`config.mk`:
```
export PLATFORM = sky130hd
export DESIGN_NAME = pktq_tracker
export DESIGN_NICKNAME = d
export VERILOG_FILES = /design/src/rtl/pktq_pkg.sv /design/src/rtl/pktq_lane.sv /design/src/rtl/pktq_wr_fsm.sv /design/src/rtl/pktq_tracker.sv
export SDC_FILE = /design/constraint.sdc
export NUM_CORES = 1
export LEC_CHECK = 0
export BUFFER_PORTS_ARGS = -buffer_cell sky130_fd_sc_hd__buf_2
export CAP_MARGIN = 20
export CORE_MARGIN = 10
export CORE_UTILIZATION = 40
export CTS_BUF_LIST = sky130_fd_sc_hd__clkbuf_4
export CTS_CLUSTER_DIAMETER = 40
export DETAILED_ROUTE_END_ITERATION = 8
export PLACE_DENSITY = 0.53
export SKIP_CTS_REPAIR_TIMING = 1
export SLEW_MARGIN = 40
export SYNTH_ARGS = -nofsm -noshare
export SYNTH_HDL_FRONTEND = slang
export SYNTH_SLANG_ARGS = --single-unit
```
`constraint.sdc`:
```
create_clock -name clk -period 3.04 [get_ports clk]
set_clock_uncertainty 0.15 [all_clocks]
set_input_delay 0.152 -clock clk [delete_from_list [all_inputs] [get_ports clk]]
set_output_delay 0.152 -clock clk [all_outputs]
set_load 0.01 [all_outputs]
```
`src/rtl/pktq_pkg.sv`:
```
package pktq_pkg;
    // Flag positions inside each stored word
    localparam int SOP_BIT = 34;
    localparam int EOP_BIT = 33;

    typedef enum logic [1:0] {
        W_IDLE,
        W_SWITCH,
        W_OPEN,
        W_INPKT
    } wr_state_t;
endpackage

```
`src/rtl/pktq_lane.sv`:
```
module pktq_lane #(
    parameter int DW    = 36,
    parameter int DEPTH = 4,
    parameter int CW    = $clog2(DEPTH + 1)
) (
    input  logic          clk,
    input  logic          rst_n,
    input  logic          push,
    input  logic [DW-1:0] push_word,
    input  logic          push_tag,
    input  logic          pop,
    output logic [DW-1:0] head_word,
    output logic          empty,
    output logic          full,
    output logic [CW-1:0] pkt_cnt
);
    localparam int AW = (DEPTH > 1) ? $clog2(DEPTH) : 1;

    logic [DW:0]   mem [DEPTH];
    logic [AW-1:0] wp, rp;
    logic [CW-1:0] occ;
    logic          push_ok, pop_ok, head_tag;

    assign empty    = (occ == '0);
    assign full     = (occ == CW'(DEPTH));
    assign push_ok  = push && !full;
    assign pop_ok   = pop && !empty;
    assign head_word = mem[rp][DW-1:0];
    assign head_tag  = mem[rp][DW];

    always_ff @(posedge clk) begin
        if (push_ok) begin
            mem[wp] <= {push_tag, push_word};
        end
    end

    always_ff @(posedge clk) begin
        if (!rst_n) begin
            wp      <= '0;
            rp      <= '0;
            occ     <= '0;
            pkt_cnt <= '0;
        end else begin
            if (push_ok) begin
                wp <= (wp == AW'(DEPTH - 1)) ? '0 : wp + 1'b1;
            end
            if (pop_ok) begin
                rp <= (rp == AW'(DEPTH - 1)) ? '0 : rp + 1'b1;
            end
            occ     <= occ + CW'(push_ok) - CW'(pop_ok);
            pkt_cnt <= pkt_cnt + CW'(push_ok && push_tag) - CW'(pop_ok && head_tag);
        end
    end
endmodule

```
`src/rtl/pktq_wr_fsm.sv`:
```
module pktq_wr_fsm
    import pktq_pkg::*;
#(
    parameter int NQ         = 4,
    parameter int QW         = $clog2(NQ),
    parameter int SWITCH_CYC = 3
) (
    input  logic          clk,
    input  logic          rst_n,
    input  logic          pkt_mode,
    input  logic          sel_valid,
    input  logic [QW-1:0] sel_q,
    input  logic          wr_en,
    input  logic          sop,
    input  logic          eop,
    input  logic          cur_full,
    output wr_state_t     st,
    output logic [QW-1:0] cur_q,
    output logic          have_q,
    output logic          push,
    output logic          push_tag
);
    localparam int WAIT = SWITCH_CYC - 1;
    localparam int WCW  = (WAIT > 1) ? $clog2(WAIT + 1) : 1;

    wr_state_t      st_nx;
    logic [WCW-1:0] wait_cnt;
    logic           sel_take;

    assign sel_take = sel_valid && (st == W_IDLE || st == W_OPEN);

    // State register
    always_ff @(posedge clk) begin
        if (!rst_n) begin
            st       <= W_IDLE;
            cur_q    <= '0;
            wait_cnt <= '0;
        end else begin
            st <= st_nx;
            if (sel_take) begin
                cur_q <= sel_q;
            end
            if (st == W_SWITCH) begin
                wait_cnt <= wait_cnt + 1'b1;
            end else begin
                wait_cnt <= '0;
            end
        end
    end

    // Next state
    always_comb begin
        st_nx = st;
        unique case (st)
            W_IDLE: begin
                if (sel_take) st_nx = pkt_mode ? W_SWITCH : W_OPEN;
            end
            W_SWITCH: begin
                if (wait_cnt == WCW'(WAIT - 1)) st_nx = W_OPEN;
            end
            W_OPEN: begin
                if (sel_take) begin
                    st_nx = pkt_mode ? W_SWITCH : W_OPEN;
                end else if (push && pkt_mode && sop && !eop) begin
                    st_nx = W_INPKT;
                end
            end
            W_INPKT: begin
                if (push && eop) st_nx = W_OPEN;
            end
            default: st_nx = W_IDLE;
        endcase
    end

    // Outputs
    always_comb begin
        push     = 1'b0;
        push_tag = 1'b0;
        have_q   = 1'b1;
        unique case (st)
            W_IDLE:   have_q = 1'b0;
            W_SWITCH: ;
            W_OPEN: begin
                push     = wr_en && !sel_take && !cur_full;
                push_tag = pkt_mode && sop && eop;
            end
            W_INPKT: begin
                push     = wr_en && !cur_full;
                push_tag = eop;
            end
            default: have_q = 1'b0;
        endcase
    end
endmodule

```
`src/rtl/pktq_tracker.sv`:
```
module pktq_tracker
    import pktq_pkg::*;
#(
    parameter int NQ         = 4,
    parameter int DEPTH      = 4,
    parameter int DW         = 36,
    parameter int SWITCH_CYC = 3,
    parameter int QW         = $clog2(NQ)
) (
    input  logic          clk,
    input  logic          rst_n,
    input  logic          pkt_mode_in,
    input  logic          wr_sel_valid,
    input  logic [QW-1:0] wr_sel_q,
    input  logic          wr_en,
    input  logic [DW-1:0] wr_data,
    output logic          wr_full,
    input  logic          rd_sel_valid,
    input  logic [QW-1:0] rd_sel_q,
    input  logic          rd_en,
    output logic [DW-1:0] rd_data,
    output logic          rd_valid_n,
    output logic          pkt_ready_n
);
    localparam int CW = $clog2(DEPTH + 1);

    logic          mode_q;
    wr_state_t     wst;
    logic [QW-1:0] cur_q;
    logic          have_q, push, push_tag, cur_full;
    logic [QW-1:0] rd_q;
    logic          rd_ok, avail, pop, sel_empty;

    logic [DW-1:0] lane_head  [NQ];
    logic          lane_empty [NQ];
    logic          lane_full  [NQ];
    logic [CW-1:0] lane_cnt   [NQ];

    // Mode is captured only while reset is held
    always_ff @(posedge clk) begin
        if (!rst_n) mode_q <= pkt_mode_in;
    end

    assign cur_full = lane_full[cur_q];
    assign wr_full  = have_q && cur_full;

    pktq_wr_fsm #(.NQ(NQ), .QW(QW), .SWITCH_CYC(SWITCH_CYC)) u_wr (
        .clk(clk), .rst_n(rst_n), .pkt_mode(mode_q),
        .sel_valid(wr_sel_valid), .sel_q(wr_sel_q), .wr_en(wr_en),
        .sop(wr_data[SOP_BIT]), .eop(wr_data[EOP_BIT]), .cur_full(cur_full),
        .st(wst), .cur_q(cur_q), .have_q(have_q), .push(push), .push_tag(push_tag)
    );

    always_ff @(posedge clk) begin
        if (!rst_n) begin
            rd_q  <= '0;
            rd_ok <= 1'b0;
        end else if (rd_sel_valid) begin
            rd_q  <= rd_sel_q;
            rd_ok <= 1'b1;
        end
    end

    assign sel_empty   = lane_empty[rd_q];
    assign avail       = rd_ok && (mode_q ? (lane_cnt[rd_q] != '0) : !sel_empty);
    assign pop         = rd_en && avail && !rd_sel_valid;
    assign rd_data     = lane_head[rd_q];
    assign rd_valid_n  = !avail;
    assign pkt_ready_n = !(mode_q && avail);

    for (genvar g = 0; g < NQ; g++) begin : g_lane
        pktq_lane #(.DW(DW), .DEPTH(DEPTH), .CW(CW)) u_lane (
            .clk(clk), .rst_n(rst_n),
            .push(push && (cur_q == QW'(g))), .push_word(wr_data), .push_tag(push_tag),
            .pop(pop && (rd_q == QW'(g))),
            .head_word(lane_head[g]), .empty(lane_empty[g]), .full(lane_full[g]),
            .pkt_cnt(lane_cnt[g])
        );
    end
endmodule

```
---- Yosys cells after proc, flatten, opt, wreduce, memory -nomap -nowiden ----
Memory sizes are Yosys's and may differ from the RTL's. A register that Yosys moved wholly into a read port is not among the register bits.
Cells that the tools add are included.
operators by class
  mux-type cells .......................... 47
  reduce and logical (&&, ||, !) cells .... 65
  add/sub/neg operators ................... 25
  magnitude comparators ................... 2
  bitwise operators ....................... 2
  equal/unequal tests ..................... 26
operators with widths
  kind                   count
  $bmux W36 S2           1
  $mux W36               2
  $mux W2                22
  $logic_and A1 B1 Y1    39
  $eq A2 B2 Y1 const B   14
  $add A3 B1 Y3          8
  $sub A3 B1 Y3          8
  $add A2 B1 Y2 const B  9
  $logic_not A1 Y1       15
  $mux W1                14
  $eq A3 B3 Y1 const B   4
  $logic_not A3 Y1       4
  $eq A2 B1 Y1 const B   4
  $pmux W2 S4            1
  $bmux W3 S2            1
  $ge A3 B3 Y1 const B   2
  $logic_not A2 Y1       3
  $mux W3                2
  $not A2 Y3             2
  $bmux W1 S2            2
  $ne A2 B1 Y1 const B   2
  $pmux W1 S2            2
  $reduce_and A4 Y1      1
  $ne A3 B2 Y1 const B   1
  other kinds (4)        4
storage, ports and cells
  memories kept ........................... 4
  register bits after elaboration ......... 50
  output and inout bits ................... 39
  bits in writable memories ............... 592
  logic and storage cells ................. 193
memory list
  name                  depth  bits a word  rd ports  clocked after Yosys merged registers in  write ports  RTL line         source
  g_lane[0].u_lane.mem  4      37           1         1                                        1            pktq_lane.sv:19  logic [DW:0] mem [DEPTH];
  g_lane[1].u_lane.mem  4      37           1         1                                        1            pktq_lane.sv:19
  g_lane[2].u_lane.mem  4      37           1         1                                        1            pktq_lane.sv:19
  g_lane[3].u_lane.mem  4      37           1         1                                        1            pktq_lane.sv:19

---- Logic depth before layout (Yosys ltp) ----
Gate-level depths: netlist of the first run.
  word-level depth ........................ 13
  gate-level depth with buffers ........... 14
  gate-level depth less buffers ........... 13

---- Hierarchy ----
A second synthesis of the first run with hierarchy kept.
unflattened totals
  cell total of the unflattened synthesis .. 1172
  area, all modules ....................... 25733.4 um^2
by module, submodules not included
  module        sequential area each (um^2)  cells each  instances  area an instance (um^2)
  pktq_lane     4684.5                       262         4          6047.0
  pktq_tracker  90.1                         86          1          1219.9
  pktq_wr_fsm   120.1                        38          1          325.3

---- Worst setup path before layout of the first run ----
No wires, ideal clock.
  path kind ............................... reg-to-reg
  start point ............................. register (tool-made name)
  end point ............................... register g_lane[3].u_lane.pkt_cnt[2]
  required time ........................... 2762 ps
  stages on the path, launching flop included .. 13
  setup slack ............................. 241 ps
  data arrival time ....................... 2522 ps
  cells stage by stage .................... dfxtp_1 > clkbuf_2 > buf_1 > mux4_2 > and2_1 > ha_1 > inv_1 > ha_1 > inv_1 > fa_1 > xor2_1 > xnor2_1 > nor2_1
RTL lines
  item                  RTL line         source
  end signal, assigned  pktq_lane.sv:51  pkt_cnt <= pkt_cnt + CW'(push_ok && push_tag) - CW'(pop_ok && head_tag);
  end, declared         pktq_lane.sv:15  output logic [CW-1:0] pkt_cnt

==> metrics.yaml, run 1 <==
finish:
  final_area_um2: 31110
  drive_above_1_share_pct: 38.73
  synthToLayoutAreaGrowth_pct: 21.89
  final_nets: 1616
  ff_latch_area_um2: 18970
  n_fill_cell: 5296
  utilization_pct: 49.32
  multi_input_area_um2: 6032
clock_network:
  clock_sinks: 650
  htreeDepth: 4
  cts_tree: "done"
  worstSkewPairLatency_ps: 990
  cts_inserted_buffers: 173
  cts-root-buf: "clkbuf_4"
  clk_pin_slew_ps: 60
  clockBufferDepth: 3
placed_design:
  post_dp_cell_area_um2: 27250
  hpwl_um: 29090
  gp_congestion: 0.7378
  portBuffers: 85
  place_ws_ps: 122.4
grt:
  grt_pass1_wl_um: 87310
  grt_overflow: 0
  first_global_vias: 13270
  grt_usage_pct: 16.24
  grt_max_degree: 41
  grt_antenna_before_repair: 2
critical_path:
  timing.reg2reg.setup_slack_ps: 120
  cp.arrival_ps: 2920
  end_kind: "primary output"
  rr_worst_depth: 7
  cp_slowest_stage_delay_ps: 540
  path_cells: "buf_16 > mux4_2 > mux4_2 > buf_2"
  critical_path_class: "reg2out"
  crit_required_ps: 2740
  crit_path_max_fanout: 9
  crit_path_top_delay_cell: "mux4_2"
  rr_endpoint: "u_wr.st[0]$_SDFFE_PN0P_"
  crit_path_start_kind: "flop"
  path_common_cell: "mux4_2"
  regToRegStartpoint: "g_lane[0].u_lane.occ[2]$_SDFF_PN0_"
drt:
  ant_nets: 0
  wl_um: 63560
  via_count: 12850
  wl_per_cell_um: 25.54
  dr.pass1.iters: 5
  routed_via_density: 5.164
  drc: 0
  drt-initial-drc-count: 988
yosys:
  synth_common_cells: "593 x edfxtp_1, 154 x mux4_2, 57 x dfxtp_1"
  synth_area_um2: 25530
  synth.area.top_cells: "edfxtp_1 70%, mux4_2 14%, dfxtp_1 4.5%"
  ys_seq_area_share_pct: 74.23
  syn_nets: 1242
  yosysMostFrequentCell: "edfxtp_1"
  postSynthAreaPerCell_um2: 22.20
  yosys.area.top_type_share_pct: 69.76
  async_reset_ff_share_pct: 0
  ys_warn_count: 0
  yosysUniqueCellTypes: 51
  synth-edff-count: 593
  postSynthCellCount: 1150
  synth_top_area_cell: "edfxtp_1"
  synth-seq-cells: 650
  synth_flop_cell: "edfxtp_1"
worst_hold_path:
  hold_start: "rst_n"
  hold-path-cell-count: 3
  whs_endpoint: "g_lane[0].u_lane.occ[0]$_SDFF_PN0_"
  hp-class: "in2reg"
sta:
  setup_ws_ps: -179.7
  fmax_mhz: 310.6
  hold_viol_final: 0
  whs_ps: 66.03
  finalCriticalPeriod_ps: 3220
  finalCritPeriodShare_pct: 105.9
  slew_headroom_pct: 43.33
  finalSetupViolCount: 36
  final_max_slew_viol_count: 0
  rsz0062_at_grt: "true"
  tightest_slew_ps: 850.1
run:
  cap_violations: 0
floorplanning:
  start_util_pct: 40.47
  io_pins: 86
  die_y_um: 272.6
  die-area_um2: 74320
  core_um2: 63080
  fp-row-count: 92
  die_w_um: 272.6
power_and_ir_drop:
  power_leakage_nw: 10.34
  p_per_area_nw_per_um2: 577.5
  finalPower_mw: 17.97
  ir_drop_uv: 327.1
status:
  violations: "setup timing"
  outcome: "complete, but fails checks"
-- cells in the final DEF (no fill, tap or decap), drive strengths merged, types with 4 or more instances in the layout --
master,instances
edfxtp,593
clkbuf,276
mux4,184
buf,139
dlygate4sd3,98
dfxtp,57
inv,47
ha,37
nor2,36
and2,31
clkinv,19
nand2,16
mux2i,13
xnor2,11
fa,8
nor2b,7
a21oi,6
nor3,6
nand3,6
xor2,5
o31a,4
or3,4
o21ai,4
-- report_power, final --
part,total [mW],internal (mW),switching [mW]
Sequential,9.80,9.78,0.0278
Clock,7.56,4.17,3.39
Combinational,0.608,0.287,0.321
-- per-stage QoR --
stage | TNS, ps | cells
floorplan | 0 | 1150
global placement | 0 | 2070
detailed placement | 0 | 2070
CTS | -16460 | 2363
global route | -9970 | 2489
finish | -4975 | 2489
-- how the worst max path moves through the flow --
stage / from / endpoint / depth (start not counted)
floorplan: flop / g_lane[3].u_lane.pkt_cnt[2]$_SDFF_PN0_ / 12
global placement: rd_q[0]$_SDFFE_PN0P_ / g_lane[3].u_lane.pkt_cnt[2]$_SDFF_PN0_ / 13
CTS: flop / rd_data[34] / 4
detailed placement: rd_q[0]$_SDFFE_PN0P_ / g_lane[3].u_lane.pkt_cnt[2]$_SDFF_PN0_ / 13
global route: flop / rd_data[1] / 4
finish: flop / rd_data[1] / 4
-- metal layers --
layer | wire, µm | global-route usage [%] | vias up
li1 | - | - | 5618
met1 | 27340 | 20.62 | 6814
met2 | 32160 | 26.91 | 349
met3 | 3201 | 4.105 | 70
met4 | 846 | 5.453 | 2
met5 | 7 | 0 | -
-- final cells by class --
| class | count | area share (%) |
|---|---|---|
| clock buffers | 264 | 6.370 |
| inverters | 42 | 0.5067 |
| repair buffers | 249 | 8.686 |
| multi-input cells | 408 | 19.39 |
| well taps | 846 | 3.402 |
| clock inverters | 29 | 0.6595 |
| flip-flops and latches | 650 | 60.98 |
| diodes | 1 | 0.008043 |
-- critical path: cells and delay by family, from the launching register on --
kind,cells,cell delay [ps]
buffers and inverters,2,370
flip-flops,1,460
multiplexers,2,1080
-- registers in the layout, summed over array words and instances, names as in the netlist, named ones only --
| register | count |
|---|---|
| rd_q | 2 |
| u_wr.cur_q | 2 |
| g_lane.u_lane.mem | 592 |
| u_wr.wait_cnt | 2 |
| g_lane.u_lane.pkt_cnt | 12 |
| g_lane.u_lane.wp | 8 |
| g_lane.u_lane.rp | 8 |
| u_wr.st | 2 |
| g_lane.u_lane.occ | 12 |
| rd_ok | 1 |
| mode_q | 1 |
-- cells by family after synthesis --
| family | after synthesis | synth area share [%] |
|---|---|---|
| muxes | 197 | 17.18 |
| buffers and inverters | 92 | 2.034 |
| DFF | 650 | 74.23 |
| xor gates and xnor gates | 16 | 0.5489 |
| and+or+nand+nor | 121 | 2.706 |
| AOI/OAI and AO/OA | 29 | 0.8577 |
| adders and majority gates | 45 | 2.441 |
Note: power is estimated with default switching activity, not from simulation.
==> inputs of run 2 (changes only) <==
==> constraint.sdc (replaced) <==
create_clock -name clk -period 3 [get_ports clk]
set_clock_uncertainty 0.15 [all_clocks]
set_input_delay 0.15 -clock clk [delete_from_list [all_inputs] [get_ports clk]]
set_output_delay 0.15 -clock clk [all_outputs]
set_load 0.01 [all_outputs]
==> run 2 against run 1 <==
The run still ends with setup timing left. Critical path depth unchanged. Hold slack gained 2.3 ps. First-iteration DRC count grew 2.9%. Highest routed layer is now met4. Largest cell class unchanged. Via count increased by 1.9%.
==> metrics.yaml, run 2 (same netlist as run 1, synthesis figures left out) <==
status:
  outcome: "complete, but fails checks"
  violations: "setup timing"
finish:
  mostFrequentLayoutCells: "593 x edfxtp_1, 249 x clkbuf_4, 164 x mux4_2"
  ff_latch_area_um2: 18970
  largest_register_ffs: 592
  regMostFlops: "g_lane.u_lane.mem"
  n_fill_cell: 5301
  final_common_cell: "edfxtp_1"
  biggestRegsByFlops: "g_lane.u_lane.mem (592), g_lane.u_lane.occ (12), g_lane.u_lane.pkt_cnt (12)"
  finalNonFillerCells: 2500
  drive_above_1_share_pct: 37.71
  multi_input_area_um2: 6063
  final_nets: 1618
  synthToLayoutAreaGrowth_pct: 22.38
critical_path:
  crit_path_start_kind: "flop"
  cp.arrival_ps: 2900
  end_kind: "primary output"
  crit_required_ps: 2700
  crit_path_max_fanout: 9
  critical_path_class: "reg2out"
clock_network:
  htreeDepth: 4
  cts_tree: "done"
  cts-root-buf: "clkbuf_4"
  clk_pin_slew_ps: 70
  clockBufferDepth: 3
  worstSkewPairLatency_ps: 960
  cts_inserted_buffers: 170
  clock_sinks: 650
floorplanning:
  die_w_um: 272.6
  io_pins: 86
  fp-row-count: 92
  start_util_pct: 40.47
  core_um2: 63080
  die-area_um2: 74320
  die_y_um: 272.6
sta:
  slew_headroom_pct: 44.20
  finalCriticalPeriod_ps: 3200
  setup_ws_ps: -200.5
  hold_viol_final: 0
  finalCritPeriodShare_pct: 106.7
  rsz0062_at_grt: "true"
  final_max_slew_viol_count: 0
  finalSetupViolCount: 36
  fmax_mhz: 312.5
  tightest_slew_ps: 836.9
power_and_ir_drop:
  clockPowerShare_pct: 41.9
  switching_power_mw: 3.900
  power_leakage_nw: 10.38
  combPwrFrac_pct: 3.4
  p_per_area_nw_per_um2: 580.9
  internal_power_mw: 14.25
  swShare_pct: 21.49
  power_frac_seq_pct: 54.7
  ir_drop_uv: 308.1
  finalPower_mw: 18.15
grt:
  first_global_vias: 13260
  grt_antenna_before_repair: 2
  grt_usage_pct: 16.55
  grt_pass1_wl_um: 88370
  grt_overflow: 0
  grt_max_degree: 41
drt:
  drt-initial-drc-count: 1017
  via_count: 13100
  routed_via_density: 5.238
  ant_nets: 0
  dr.pass1.iters: 5
  wl_per_cell_um: 25.85
  wl_um: 64630
  drc: 0
worst_hold_path:
  hp-class: "in2reg"
placed_design:
  portBuffers: 85
  place_ws_ps: 198.8
  hpwl_um: 31600
  gp_congestion: 0.7205
  dp.cells: 2079
run:
  cap_violations: 0
## run 2: cell types whose count changed in the layout (fill, tap and decap cells not counted), moves of 7 or more
cell,delta
clkinv_1,+16
buf_12,+8
mux4_2,-7
clkbuf_4,-15
mux4_1,+7
## run 2: critical path, stage by stage (launching register included)
cell and delay [ps]:
dfxtp_4 470, clkbuf_16 250, mux4_2 520, mux4_2 540
buf_6 160
## run 2: worst paths after layout
kind | end | cells after the start | slack [ps] | start
worst max register to register | g_lane[0].u_lane.pkt_cnt[2]$_SDFF_PN0_ | 12 | 160 | flop
worst min register to register | u_wr.wait_cnt[0]$_SDFF_PN0_ | 1 | 290 | u_wr.wait_cnt[0]$_SDFF_PN0_
worst min-delay path | flop | 4 | 70 | rst_n
worst max-delay path | rd_data[3] | 4 | -200 | flop
## run 2: routing by layer
| metal | up-vias | track usage, % | share of wire [%] |
|---|---|---|---|
| met5 | - | 0 | 0 |
| met4 | 0 | 5.775 | 1.5 |
| met3 | 84 | 4.183 | 5.7 |
| met2 | 411 | 27.43 | 51 |
| met1 | 6963 | 20.92 | 42 |
| li1 | 5638 | - | - |
## run 2: area by class of cell
class	count	area share, %
inverters	42	0.5046
diodes	2	0.01602
clock buffers	249	5.984
multi-input cells	408	19.41
clock inverters	49	0.9212
well taps	846	3.388
flip-flops and latches	650	60.73
repair buffers	254	9.044
## run 2: metrics by stage
stage | cell area (µm²) | hold slack, ps | TNS (ps) | utilization (%)
2_1_floorplan | 25530 | 98.87 | 0 | -
3_3_place_gp | 27440 | 183.8 | 0 | 43.50
3_5_place_dp | 27450 | 183.5 | 0 | 43.51
4_1_cts | 29600 | -931.7 | -17840 | 46.93
5_1_grt | 31240 | 18.51 | -11740 | 49.52
6_report | 31240 | 68.32 | -6009 | 49.52
## run 2: power by group through the flow
| stage | sequential [mW] | clock, mW | combinational (mW) |
|---|---|---|---|
| detailed placement | 10.1 | 0 | 0.471 |
| global route | 9.93 | 8.36 | 0.670 |
| CTS | 9.93 | 7.87 | 0.473 |
| finish | 9.93 | 7.60 | 0.617 |
| global placement | 10.1 | 0 | 0.459 |
| floorplan | 10.1 | 0 | 0.220 |
